$ cat config.mk
export PLATFORM = sky130hd
export DESIGN_NAME = serial_bit_forcer
export DESIGN_NICKNAME = d
export VERILOG_FILES = /design/src/rtl/sbf_pkg.sv /design/src/rtl/sbf_capture.sv /design/src/rtl/sbf_sequencer.sv /design/src/rtl/sbf_launch.sv /design/src/rtl/serial_bit_forcer.sv
export SDC_FILE = /design/constraint.sdc
export NUM_CORES = 1
export LEC_CHECK = 0
export BUFFER_PORTS_ARGS = -buffer_cell sky130_fd_sc_hd__clkbuf_2
export CAP_MARGIN = 0
export CORE_AREA = 2 2 40 42
export DETAILED_ROUTE_END_ITERATION = 8
export DIE_AREA = 0 0 42 44
export PLACE_DENSITY_LB_ADDON = 0.15
export SETUP_SLACK_MARGIN = 0.15
export SLEW_MARGIN = 20
export SYNTH_ARGS = -nofsm -noshare
export SYNTH_HDL_FRONTEND = slang
export SYNTH_SLANG_ARGS = --single-unit
export TNS_END_PERCENT = 20
$ cat constraint.sdc
create_clock -name clk_i -period 2.2 [get_ports clk_i]
set_clock_uncertainty 0.15 [all_clocks]
set_input_delay 0.44 -clock clk_i [delete_from_list [all_inputs] [get_ports clk_i]]
set_output_delay 0.44 -clock clk_i [all_outputs]
set_load 0.05 [all_outputs]
$ cat src/rtl/sbf_pkg.sv
`timescale 1ns/1ps
package sbf_pkg;
  // Default distance, in bits, from the start bit to the forced bit
  localparam int unsigned FORCE_AT_DEF = 32;

  // Counter width able to hold the value FORCE_AT
  function automatic int unsigned cnt_width(input int unsigned force_at);
    return $clog2(force_at + 1);
  endfunction
endpackage

$ cat src/rtl/sbf_capture.sv
`timescale 1ns/1ps
// Rising-edge capture register; the force request is OR-ed into the sampled bit
module sbf_capture (
  input  logic clk_i,
  input  logic arst_i,
  input  logic din_i,
  input  logic force_i,
  output logic q_o
);
  always_ff @(posedge clk_i or posedge arst_i) begin
    if (arst_i) q_o <= 1'b0;
    else        q_o <= din_i | force_i;
  end
endmodule

$ cat src/rtl/sbf_sequencer.sv
`timescale 1ns/1ps
// Start detect, bit counter and done state
module sbf_sequencer #(
  parameter int unsigned FORCE_AT = sbf_pkg::FORCE_AT_DEF,
  localparam int unsigned CNT_W   = sbf_pkg::cnt_width(FORCE_AT)
) (
  input  logic             clk_i,
  input  logic             arst_i,
  input  logic             din_i,
  output logic             hit_o,
  output logic             armed_o,
  output logic             done_o,
  output logic [CNT_W-1:0] cnt_o
);
  localparam logic [CNT_W-1:0] LAST_BEFORE = CNT_W'(FORCE_AT - 1);

  logic counting;
  assign counting = armed_o & ~done_o;
  assign hit_o    = counting & (cnt_o == LAST_BEFORE);

  always_ff @(posedge clk_i or posedge arst_i) begin
    if (arst_i) begin
      armed_o <= 1'b0;
      done_o  <= 1'b0;
      cnt_o   <= '0;
    end else begin
      if (!armed_o && din_i) armed_o <= 1'b1;
      if (counting)          cnt_o   <= cnt_o + 1'b1;
      if (hit_o)             done_o  <= 1'b1;
    end
  end
endmodule

$ cat src/rtl/sbf_launch.sv
`timescale 1ns/1ps
// Falling-edge launch register driving the outgoing line
module sbf_launch (
  input  logic clk_i,
  input  logic arst_i,
  input  logic d_i,
  output logic q_o
);
  always_ff @(negedge clk_i or posedge arst_i) begin
    if (arst_i) q_o <= 1'b0;
    else        q_o <= d_i;
  end
endmodule

$ cat src/rtl/serial_bit_forcer.sv
`timescale 1ns/1ps
module serial_bit_forcer #(
  parameter int unsigned FORCE_AT = sbf_pkg::FORCE_AT_DEF,
  localparam int unsigned CNT_W   = sbf_pkg::cnt_width(FORCE_AT)
) (
  input  logic clk_i,
  input  logic arst_i,
  input  logic ser_in_i,
  output logic ser_out_o,
  output logic done_o
);
  logic             hit;
  logic             armed_q;
  logic             done_q;
  logic [CNT_W-1:0] cnt_q;
  logic             cap_q;

  sbf_sequencer #(.FORCE_AT(FORCE_AT)) u_seq (
    .clk_i   (clk_i),
    .arst_i  (arst_i),
    .din_i   (ser_in_i),
    .hit_o   (hit),
    .armed_o (armed_q),
    .done_o  (done_q),
    .cnt_o   (cnt_q)
  );

  sbf_capture u_cap (
    .clk_i   (clk_i),
    .arst_i  (arst_i),
    .din_i   (ser_in_i),
    .force_i (hit),
    .q_o     (cap_q)
  );

  sbf_launch u_lau (
    .clk_i  (clk_i),
    .arst_i (arst_i),
    .d_i    (cap_q),
    .q_o    (ser_out_o)
  );

  assign done_o = done_q;
endmodule

==> flow_summary_export.csv <==
group,metric,value,unit
clocking,clockBufferDepth,2,
routing,vias_per_cell,4.31,
setup_path,cp-end-kind,"output port",
floorplanning,die_area,1850,µm²
clocking,cts_tree,"built",
clocking,clock_tree.root_cell,"clkbuf_4",
final_layout,drive_above_1_share,0.308,
global_route,grt_pass1_wl,1120,µm
routing,drcViolationCount,0,
clocking,cts_sinks,10,
sta,setup_viol,1,
clocking,worstSkewPairLatency,0.26,ns
yosys,synth_area_leaders,"dfrtp_1, xnor2_1, dfrtn_1",
final_layout,area_growth,24.9,%
power,p_comb_frac,0.305,
setup_path,criticalPathCategory,"flip-flop to output port",
yosys,synth_nets,34,
power,internal-power,465,µW
run,maxCapViolations,0,
global_route,grtUsageTotal,0.0883,
routing,drt_iter0_drc,1,
setup_path,setup.worst_path.start_class,"flip-flop",
yosys,yosys_warnings,0,
routing,detailroute.via_count,237,
sta,drv_slew,0,
yosys,synth_cell_types,16,
routing,routedWlPerCell,11.4,µm
status,outcome,"complete, but fails checks",
yosys,synth_area,397,µm²
clocking,clk_pin_slew,0.07,ns
power,power,718,µW
setup_path,cp.required,1.61,ns
yosys,yosysTopAreaCellShare,0.568,
setup_path,critPathArrivalTime,1.95,ns
yosys,syn_inst,30,
floorplanning,die_w,42,µm
setup_path,timing.critical_path.fanout_max,1,
power,switching_share,0.352,
setup_path,slowest_stage,"dfrtn_1",
global_route,grt_pass1_vias,263,
global_route,grt_max_degree,10,
sta,max_slew_margin,0.817,
routing,drtAntennaViolNets,0,
global_route,grt.overflow.total,0,
setup_path,path_buf_inv,1,
setup_path,crit_chain,"buf_12",
yosys,ys_ff_latch,10,
place,portBuffers,4,
setup_path,cpPeakStageDelay,0.44,ns
clocking,hold_buffers,0,
floorplanning,core.rowCount,14,
final_layout,final_nets,44,
floorplanning,io_pins,5,
power,p_leak,0.000225,µW
yosys,ys_seq_area_frac,0.631,
sta,worst_pin_slew,0.275,ns
routing,drt_pass1_iterations,2,
status,violations,"negative setup slack",
hold_path,min_path_type,"primary input to asynchronous set/reset pin",
setup_path,reg2reg_slack,0.45,ns
place,globalplace.congestion,0.721,
floorplanning,core-area,1420,µm²
power,irDropWorstVdd,353,µV
clocking,htreeDepth,1,
sta,rsz0062_at_grt,"yes",
floorplanning,initial_core_util,0.280,
yosys,yosys.area.top_type,"dfrtp_1",
setup_path,critPathTopFamily,"flip-flops",
power,power_density,1450,nW/µm²
clocking,cts_buffers,3,
sta,hold_viol_final,0,
yosys,synth_area_per_cell,13.2,µm²
power,clkPwrFrac,0.228,
global_route,antenna_found_initial,0,
floorplanning,die_h,44,µm
clocking,postCtsSetupBuffers,0,
power,switching_power,253,µW
final_layout,num_antenna_cells,0,
sta,fin_ws,-0.341,ns
routing,postRouteWirelength,627,µm
sta,setup_tns,-0.341,ns
power,seqPwrFrac,0.467,
==> state kept, by name, indices dropped and copies added (netlist names) <==
| register | flops |
|---|---|
| u_seq.cnt_o | 6 |
| u_cap.q_o | 1 |
| u_seq.armed_o | 1 |
| u_lau.q_o | 1 |
| u_seq.done_o | 1 |
==> cell families (layout without fill, tap and decap cells) <==
logic type / count (synthesis) / count (layout) / synth area share
AND/OR/NAND/NOR: 12 / 12 / 0.189
flip-flops: 10 / 10 / 0.631
buffers and inverters: 1 / 10 / 0.00945
multiplexers: 1 / 1 / 0.0284
adder cells (fa/ha/maj): 1 / 1 / 0.0315
XOR/XNOR: 5 / 5 / 0.110
==> path summary, 6_finish.rpt <==
check                               start              to  cells after the start
min in group clk_i               ser_in_i   u_seq.armed_o                      2
hold / removal                     arst_i  u_seq.cnt_o[0]                      3
setup reg to reg                u_cap.q_o       u_lau.q_o                      0
max in group asynchronous          arst_i       u_lau.q_o                      2
hold reg to reg            u_seq.cnt_o[5]  u_seq.cnt_o[5]                      1
setup / recovery                u_lau.q_o       ser_out_o                      1
==> layout make-up <==
class / count / area [µm²]
Fill cell: 143 / 923
Sequential cell: 10 / 250
Multi-Input combinational cell: 19 / 143
Timing Repair Buffer: 5 / 42.5
Clock buffer: 4 / 36.3
Tap cell: 16 / 20.0
Inverter: 1 / 3.75
==> worst min-delay path, cell delays in order <==
cell and delay, ns:
clkbuf_2 0.08, inv_1 0.07, buf_4 0.18
==> stage by stage <==
stage / cell area [µm²] / util / instances / setup slack, ns / hold WS (ns)
floorplan: 397 / - / 30 / -0.141 / 0.130
global placement: 459 / 0.324 / 51 / -0.0467 / 0.275
detailed placement: 459 / 0.324 / 51 / -0.0545 / 0.297
CTS: 495 / 0.349 / 55 / -0.356 / 0.00126
global route: 495 / 0.349 / 55 / -0.361 / 0.0357
finish: 495 / 0.349 / 55 / -0.341 / 0.000863
==> synth_stat cells <==
library cell	instances
dfrtp_1	9
xnor2_1	3
nand2_1	2
nand4_1	2
or2_1	2
xor2_1	2
dfrtn_1	1
ha_1	1
inv_1	1
mux2_2	1
nand3_1	1
nand4b_1	1
nor2_1	1
nor2b_4	1
nor3_1	1
or2_2	1
==> routing by layer <==
| metal | global-route usage | share of wire |
|---|---|---|
| met1 | 0.107 | 0.47 |
| met2 | 0.113 | 0.47 |
| met3 | 0.0333 | 0.062 |
| met4 | 0.0968 | 0 |
| met5 | 0 | 0 |
==> power groups by stage <==
stage | combinational, µW | sequential [µW] | clock (µW)
global placement | 216 | 332 | 0
global route | 246 | 342 | 174
floorplan | 141 | 355 | 0
finish | 219 | 335 | 164
CTS | 225 | 333 | 171
detailed placement | 223 | 336 | 0
==> layout by cell type, fill, tap and decap left out, types with 2 or more instances in the layout <==
cell type,netlist,layout
or2_1,2,2
dfrtp_1,9,9
clkbuf_4,0,3
xnor2_1,3,3
nand4_1,2,2
nand2_1,2,2
xor2_1,2,2
clkbuf_2,0,3
==> what timing repair did <==
item | 4_1_cts | 5_1_grt
endpoints found under the setup margin | 1 | 1
gates resized for setup | 0 | 0
endpoints found under the hold margin | 0 | 0
(Power assumes the default switching activity.)
